## config.mk

```make
export PLATFORM = sky130hd
export DESIGN_NAME = squash_arbiter
export DESIGN_NICKNAME = d
export VERILOG_FILES = /design/src/rtl/sq_pkg.sv /design/src/rtl/sq_thread_ctl.sv /design/src/rtl/sq_bcast_reg.sv /design/src/rtl/squash_arbiter.sv
export SDC_FILE = /design/constraint.sdc
export NUM_CORES = 1
export LEC_CHECK = 0
export BUFFER_PORTS_ARGS = -buffer_cell sky130_fd_sc_hd__buf_2
export CAP_MARGIN = 25
export CELL_PAD_IN_SITES_DETAIL_PLACEMENT = 1
export CELL_PAD_IN_SITES_GLOBAL_PLACEMENT = 1
export CORE_MARGIN = 2
export CORE_UTILIZATION = 31
export CTS_CLUSTER_DIAMETER = 30
export DETAILED_ROUTE_END_ITERATION = 10
export PLACE_DENSITY = 0.9
export SKIP_LAST_GASP = 1
export SYNTH_ARGS = -nofsm -noshare
export SYNTH_HDL_FRONTEND = slang
export SYNTH_SLANG_ARGS = --single-unit
export TNS_END_PERCENT = 50
```

## constraint.sdc

```tcl
create_clock -name clk -period 4.15 [get_ports clk]
set_clock_uncertainty 0.15 [all_clocks]
set_input_delay 1.0375 -clock clk [delete_from_list [all_inputs] [get_ports clk]]
set_output_delay 1.0375 -clock clk [all_outputs]
set_load 0.01 [all_outputs]
```

## src/rtl/sq_pkg.sv

```systemverilog
package sq_pkg;
   typedef enum logic [1:0] {
      ST_RUN  = 2'd0,
      ST_SQ   = 2'd1,
      ST_TRAP = 2'd2
   } sq_state_t;
endpackage

```

## src/rtl/sq_thread_ctl.sv

```systemverilog
module sq_thread_ctl
   import sq_pkg::*;
#(
   parameter int SEQW = 16
) (
   input  logic            clk,
   input  logic            rst_n,
   input  logic            ex_vld,
   input  logic [SEQW-1:0] ex_seq,
   input  logic            ex_incl,
   input  logic            trap_sq,
   input  logic            ext_sq,
   input  logic            trap_arm,
   input  logic            sys_enter,
   input  logic            ins_vld,
   input  logic [SEQW-1:0] ins_seq,
   input  logic            ins_dead,
   input  logic            rob_empty,
   input  logic [SEQW-1:0] rob_head,
   input  logic            rob_done,
   output logic            take,
   output logic            take_all,
   output logic [SEQW-1:0] take_pt,
   output sq_state_t       st_q,
   output logic [SEQW-1:0] yng_q,
   output logic            tpend_q,
   output logic            sys_q,
   output logic            conf_q
);
   sq_state_t       base_st, st_d;
   logic            ex_ok, ex_take;
   logic [SEQW-1:0] all_pt, ex_pt, yng_d;

   always_comb begin
      base_st  = (st_q == ST_SQ && rob_done) ? ST_RUN : st_q;
      take_all = trap_sq | ext_sq;
      ex_ok    = ex_vld && (st_q != ST_TRAP) && (ex_seq <= yng_q);
      ex_take  = ex_ok && !take_all;
      take     = take_all | ex_take;
      all_pt   = rob_empty ? '0 : rob_head - SEQW'(1);
      ex_pt    = ex_incl ? ex_seq - SEQW'(1) : ex_seq;
      take_pt  = take_all ? all_pt : ex_pt;

      if (take)          st_d = ST_SQ;
      else if (trap_arm) st_d = ST_TRAP;
      else               st_d = base_st;

      if (take_all)     yng_d = '0;
      else if (ex_take) yng_d = ex_pt;
      else if (ins_vld && !ins_dead && base_st != ST_SQ) yng_d = ins_seq;
      else              yng_d = yng_q;
   end

   always_ff @(posedge clk) begin
      if (!rst_n) begin
         st_q    <= ST_RUN;
         yng_q   <= '0;
         tpend_q <= 1'b0;
         sys_q   <= 1'b0;
         conf_q  <= 1'b0;
      end else begin
         st_q   <= st_d;
         yng_q  <= yng_d;
         conf_q <= trap_sq & ext_sq;
         if (trap_sq)       tpend_q <= 1'b0;
         else if (trap_arm) tpend_q <= 1'b1;
         if (take_all)       sys_q <= 1'b0;
         else if (sys_enter) sys_q <= 1'b1;
      end
   end

   a_r6_hold_until_done: assert property (@(posedge clk) disable iff (!rst_n)
      (st_q == ST_SQ && !rob_done && !take && !trap_arm) |=> st_q == ST_SQ);
   a_r8_trap_clears_flags: assert property (@(posedge clk) disable iff (!rst_n)
      trap_sq |=> (!tpend_q && !sys_q));
   a_r5_whole_flush_zero: assert property (@(posedge clk) disable iff (!rst_n)
      (trap_sq || ext_sq) |=> yng_q == '0);
endmodule

```

## src/rtl/sq_bcast_reg.sv

```systemverilog
module sq_bcast_reg #(
   parameter int SEQW      = 16,
   parameter int PCW       = 32,
   parameter bit ZERO_IDLE = 1'b1
) (
   input  logic            clk,
   input  logic            rst_n,
   input  logic            take,
   input  logic            take_all,
   input  logic [SEQW-1:0] take_pt,
   input  logic            ex_misp,
   input  logic            ex_taken,
   input  logic [PCW-1:0]  ex_npc,
   input  logic [PCW-1:0]  cur_pc,
   output logic            sq_q,
   output logic [SEQW-1:0] pt_q,
   output logic            misp_q,
   output logic            taken_q,
   output logic [PCW-1:0]  npc_q
);
   logic           misp_d, taken_d;
   logic [PCW-1:0] npc_d;

   always_comb begin
      misp_d  = take_all ? 1'b0 : ex_misp;
      taken_d = take_all ? 1'b0 : ex_taken;
      npc_d   = take_all ? cur_pc : ex_npc;
   end

   always_ff @(posedge clk) begin
      if (!rst_n) sq_q <= 1'b0;
      else        sq_q <= take;
   end

   generate
      if (ZERO_IDLE) begin : g_zero
         always_ff @(posedge clk) begin
            if (!rst_n || !take) begin
               pt_q    <= '0;
               misp_q  <= 1'b0;
               taken_q <= 1'b0;
               npc_q   <= '0;
            end else begin
               pt_q    <= take_pt;
               misp_q  <= misp_d;
               taken_q <= taken_d;
               npc_q   <= npc_d;
            end
         end
      end else begin : g_hold
         always_ff @(posedge clk) begin
            if (!rst_n) begin
               pt_q    <= '0;
               misp_q  <= 1'b0;
               taken_q <= 1'b0;
               npc_q   <= '0;
            end else if (take) begin
               pt_q    <= take_pt;
               misp_q  <= misp_d;
               taken_q <= taken_d;
               npc_q   <= npc_d;
            end
         end
      end
   endgenerate
endmodule

```

## src/rtl/squash_arbiter.sv

```systemverilog
module squash_arbiter
   import sq_pkg::*;
#(
   parameter int NTHR      = 2,
   parameter int SEQW      = 16,
   parameter int PCW       = 32,
   parameter bit ZERO_IDLE = 1'b1
) (
   input  logic                 clk,
   input  logic                 rst_n,
   input  logic [NTHR-1:0]      ex_sq_vld,
   input  logic [NTHR*SEQW-1:0] ex_sq_seq,
   input  logic [NTHR-1:0]      ex_sq_incl,
   input  logic [NTHR-1:0]      ex_sq_misp,
   input  logic [NTHR-1:0]      ex_sq_taken,
   input  logic [NTHR*PCW-1:0]  ex_sq_npc,
   input  logic [NTHR-1:0]      trap_sq,
   input  logic [NTHR-1:0]      ext_sq,
   input  logic [NTHR-1:0]      trap_arm,
   input  logic [NTHR-1:0]      sys_enter,
   input  logic [NTHR-1:0]      ins_vld,
   input  logic [NTHR*SEQW-1:0] ins_seq,
   input  logic [NTHR-1:0]      ins_dead,
   input  logic [NTHR-1:0]      rob_empty,
   input  logic [NTHR*SEQW-1:0] rob_head_seq,
   input  logic [NTHR-1:0]      rob_done,
   input  logic [NTHR*PCW-1:0]  cur_pc,
   output logic [NTHR-1:0]      bc_squash,
   output logic [NTHR*SEQW-1:0] bc_done_seq,
   output logic [NTHR-1:0]      bc_misp,
   output logic [NTHR-1:0]      bc_taken,
   output logic [NTHR*PCW-1:0]  bc_npc,
   output logic [NTHR*2-1:0]    thr_state,
   output logic [NTHR-1:0]      commit_ok,
   output logic [NTHR*SEQW-1:0] youngest,
   output logic [NTHR-1:0]      trap_pend,
   output logic [NTHR-1:0]      sys_mode,
   output logic [NTHR-1:0]      sq_conflict
);
   localparam int STW = $bits(sq_state_t);

   initial begin
      if (NTHR < 1) $error("squash_arbiter: NTHR must be at least 1");
      if (SEQW < 2) $error("squash_arbiter: SEQW must be at least 2");
      if (PCW < 1)  $error("squash_arbiter: PCW must be at least 1");
   end

   for (genvar t = 0; t < NTHR; t++) begin : g_thr
      logic            take, take_all;
      logic [SEQW-1:0] take_pt, yng;
      sq_state_t       st;

      sq_thread_ctl #(.SEQW(SEQW)) u_ctl (
         .clk       (clk),
         .rst_n     (rst_n),
         .ex_vld    (ex_sq_vld[t]),
         .ex_seq    (ex_sq_seq[t*SEQW +: SEQW]),
         .ex_incl   (ex_sq_incl[t]),
         .trap_sq   (trap_sq[t]),
         .ext_sq    (ext_sq[t]),
         .trap_arm  (trap_arm[t]),
         .sys_enter (sys_enter[t]),
         .ins_vld   (ins_vld[t]),
         .ins_seq   (ins_seq[t*SEQW +: SEQW]),
         .ins_dead  (ins_dead[t]),
         .rob_empty (rob_empty[t]),
         .rob_head  (rob_head_seq[t*SEQW +: SEQW]),
         .rob_done  (rob_done[t]),
         .take      (take),
         .take_all  (take_all),
         .take_pt   (take_pt),
         .st_q      (st),
         .yng_q     (yng),
         .tpend_q   (trap_pend[t]),
         .sys_q     (sys_mode[t]),
         .conf_q    (sq_conflict[t])
      );

      sq_bcast_reg #(.SEQW(SEQW), .PCW(PCW), .ZERO_IDLE(ZERO_IDLE)) u_bc (
         .clk      (clk),
         .rst_n    (rst_n),
         .take     (take),
         .take_all (take_all),
         .take_pt  (take_pt),
         .ex_misp  (ex_sq_misp[t]),
         .ex_taken (ex_sq_taken[t]),
         .ex_npc   (ex_sq_npc[t*PCW +: PCW]),
         .cur_pc   (cur_pc[t*PCW +: PCW]),
         .sq_q     (bc_squash[t]),
         .pt_q     (bc_done_seq[t*SEQW +: SEQW]),
         .misp_q   (bc_misp[t]),
         .taken_q  (bc_taken[t]),
         .npc_q    (bc_npc[t*PCW +: PCW])
      );

      assign thr_state[t*STW +: STW] = st;
      assign youngest[t*SEQW +: SEQW] = yng;
      assign commit_ok[t] = (st == ST_RUN);

      a_r1_filter_younger: assert property (@(posedge clk) disable iff (!rst_n)
         (!trap_sq[t] && !ext_sq[t] &&
          (st == ST_TRAP || ex_sq_seq[t*SEQW +: SEQW] > yng))
         |=> !bc_squash[t]);
      a_r3_cmd_in_flush: assert property (@(posedge clk) disable iff (!rst_n)
         bc_squash[t] |-> st == ST_SQ);
      a_r4_conflict_flag: assert property (@(posedge clk) disable iff (!rst_n)
         (trap_sq[t] && ext_sq[t]) |=> sq_conflict[t]);
   end
endmodule

```

==> reports/metrics.yaml <==
insertion_delay_ns: 0.42
rrSetupSlack_ns: 1.06
grt.overflow.total: 0
core_area_um2: 22430
synth_cell_type_count: 54
drtPass1Iterations: 5
syn_area_um2: 7014
path_max_fanout: 20
clock_power_share_pct: 43.9
max_slew.worst_pin.slew_ns: 0.8101
fin_tns_setup_ns: 0
worstPathCellList: "buf_2 -> ha_1 -> nand4_1 -> nor4_1 -> a21boi_0 -> and4b_1 -> or2_2 -> a211oi_1 -> a211oi_1"
gp_congestion: 0.9101
hpwlAfterDp_um: 22930
p_leak_nw: 4.572
setup_violations: 0
via_count: 7574
fp.dieH_um: 154.4
p_seq_share_pct: 40.3
period_minus_slack_ns: 3.428
end_kind: "flop"
cts_tree: "built"
p_int_w: 0.002601
routedWlPerCell_um: 19.77
max_freq_mhz: 291.7
dp_worst_setup_slack_ns: 0.3333
reg2reg_depth: 9
timing.final.hold_violations: 0
cts_inserted_buffers: 17
final_util_pct: 43.63
yosys.area.top_type: "dfxtp_1"
crit_top_cell: "a211oi_1"
yosys_warnings: 0
ys_top_cells_by_area: "dfxtp_1 41%, ha_1 6.4%, xnor2_1 4.9%, a22o_1 4.0%, a21oi_1 3.9%"
postCtsHoldBufs: 0
drv_cap: 0
path_delay_family: "simple AND/OR/NAND/NOR gates"
antenna_found_initial: 6
hp-class: "reg2reg"
max_slew_margin_pct: 45.87
netlist.area_leader.share_pct: 41.10
critPathRequiredTime_ns: 4.26
drt_iter0_drc: 449
fillers: 2767
cts_buffer_depth: 2
start_util_pct: 31.27
reg2reg_to: "g_thr[1].u_ctl.yng_q[2]"
synthFlopType: "dfxtp_1"
finalCritPeriodShare_pct: 82.61
p_comb_share_pct: 15.8
yosysMostFrequentCell: "dfxtp_1"
clock-sinks: 144
synth.top_cells.by_count: "144 x dfxtp_1, 71 x nand2_1, 59 x nor2_1"
r2r_start: "g_thr[1].u_ctl.yng_q[12]"
postCtsSetupBuffers: 0
worst-path-stages: 9
async_reset_ff_share_pct: 0
vdd_drop_max_v: 0.0002314
clk_pin_slew_ns: 0.07
cp-start-kind: "primary input"
nets: 1459
crit_type: "in2reg"
critPathLaunch: "ex_sq_seq[31]"
synth_edf_count: 0
htree_levels: 4
crit_buf_inv: 1
grt_max_degree: 37
ant_nets: 0
power.density_nw_per_um2: 372.0
total_power_w: 0.003642
die_x_um: 154.4
p_sw_w: 0.001040
yosys_register_bits: 144
gr-usage-all-layers_pct: 23.55
port_buffers: 395
area_growth_pct: 39.55
grt_pass1_vias: 7906
ctsRootBufferMaster: "clkbuf_16"
drt_wl_total_um: 29120
synth_cells: 804
max_stage_delay_ns: 0.49
multi_input_area_um2: 3699
ios: 396
yosysSeqAreaShare_pct: 41.10
post_cts_resize_count: 0
syn_nets: 1090
p_sw_share_pct: 28.57
drive_gt1_share_pct: 38.31
grt_pass1_wl_um: 43760
seq_area_um2: 2883
rows: 55
status: "finished, final reports clean"
endpoint: "g_thr[1].u_ctl.yng_q[2]"
worstPathArrival_ns: 3.54
avgSynthCellArea_um2: 8.724
dieArea_um2: 23850
slowest_stage: "nor4_1"
fin_ws_ns: 0.7219
maxSlewViolCount: 0
grt_setup_unrepaired: "no"
viasPerCell: 5.142
route.detailed.drc: 0
[power by group through the flow]
stage	registers, W	clock network (W)	logic, W
after floorplan	0.00153	0	0.000240
after global placement	0.00150	0	0.000550
after detailed placement	0.00150	0	0.000570
after CTS	0.00147	0.00163	0.000575
after global routing	0.00147	0.00170	0.000628
final	0.00147	0.00160	0.000575
[flip-flops by register name, summed over array words and instances, names as in the netlist]
signal	cells
g_thr.u_bc.misp_q	2
g_thr.u_bc.npc_q	64
g_thr.u_bc.pt_q	32
g_thr.u_bc.sq_q	2
g_thr.u_bc.taken_q	2
g_thr.u_ctl.conf_q	2
g_thr.u_ctl.st_q	4
g_thr.u_ctl.sys_q	2
g_thr.u_ctl.tpend_q	2
g_thr.u_ctl.yng_q	32
[layer usage]
metal  up-vias  wire length [µm]  track usage, %  share of wire, %
li1       3594                 -               -                 -
met1      3628             11530           27.09                40
met2       302             14850           42.41                51
met3        46              2222           7.425               7.6
met4         4               503           5.820               1.7
met5         -                15               0             0.052
[layout by cell type (no fill, tap or decap), types with 17 or more instances in the layout]
cell type  Yosys  final
a211oi_1      27     27
a21oi_1       54     54
a22o_1        32     32
buf_2          5    395
clkbuf_16      0     17
dfxtp_1      144    144
ha_1          36     36
inv_1         46     45
nand2_1       71     71
nand3_1       38     38
nor2_1        59     57
nor3_1        21     21
xnor2_1       39     39
[cell type report]
type	instances	area share [%]
antenna	3	0.07670
clock buffer	17	4.346
clock inverter	14	1.738
inverter	46	1.764
multi-input combinational	556	37.79
sequential	144	29.45
tap	285	3.643
timing repair buffer	408	21.19
[metrics by stage]
stage	cells	hold slack (ns)	cell area (µm²)
finish	1473	0.3131	9788
global route	1470	0.3607	9781
CTS	1470	0.3178	9781
detailed placement	1439	0.3018	9185
global placement	1439	0.2946	9185
floorplan	804	0.2891	7014
[worst min path at each step]
stage / startpoint / endpoint / slack, ns / cells past startpoint
6_report: g_thr[1].u_ctl.sys_q / g_thr[1].u_ctl.sys_q / 0.31 / 2
4_1_cts: g_thr[1].u_ctl.sys_q / g_thr[1].u_ctl.sys_q / 0.32 / 2
5_1_grt: g_thr[1].u_ctl.sys_q / g_thr[1].u_ctl.sys_q / 0.36 / 2
2_1_floorplan: g_thr[0].u_ctl.sys_q / g_thr[0].u_ctl.sys_q / 0.29 / 2
3_5_place_dp: g_thr[1].u_ctl.sys_q / g_thr[1].u_ctl.sys_q / 0.30 / 2
3_3_place_gp: g_thr[1].u_ctl.sys_q / g_thr[1].u_ctl.sys_q / 0.29 / 2
[worst min-delay path, delay by kind of cell, from the launching register on]
| family | cells | cell delay (ns) |
|---|---|---|
| flip-flops | 1 | 0.32 |
| AND/OR/NAND/NOR | 2 | 0.11 |
[kinds of logic after synthesis]
logic type | count (synthesis) | share of synthesized area [%]
AOI/OAI and AO/OA | 195 | 19.48
and+or+nand+nor | 259 | 18.25
adders and majority gates | 36 | 6.422
muxes | 11 | 1.588
buffers and inverters | 104 | 6.297
DFF | 144 | 41.10
xor gates and xnor gates | 55 | 6.868
Note: power is estimated with default switching activity, not from simulation.
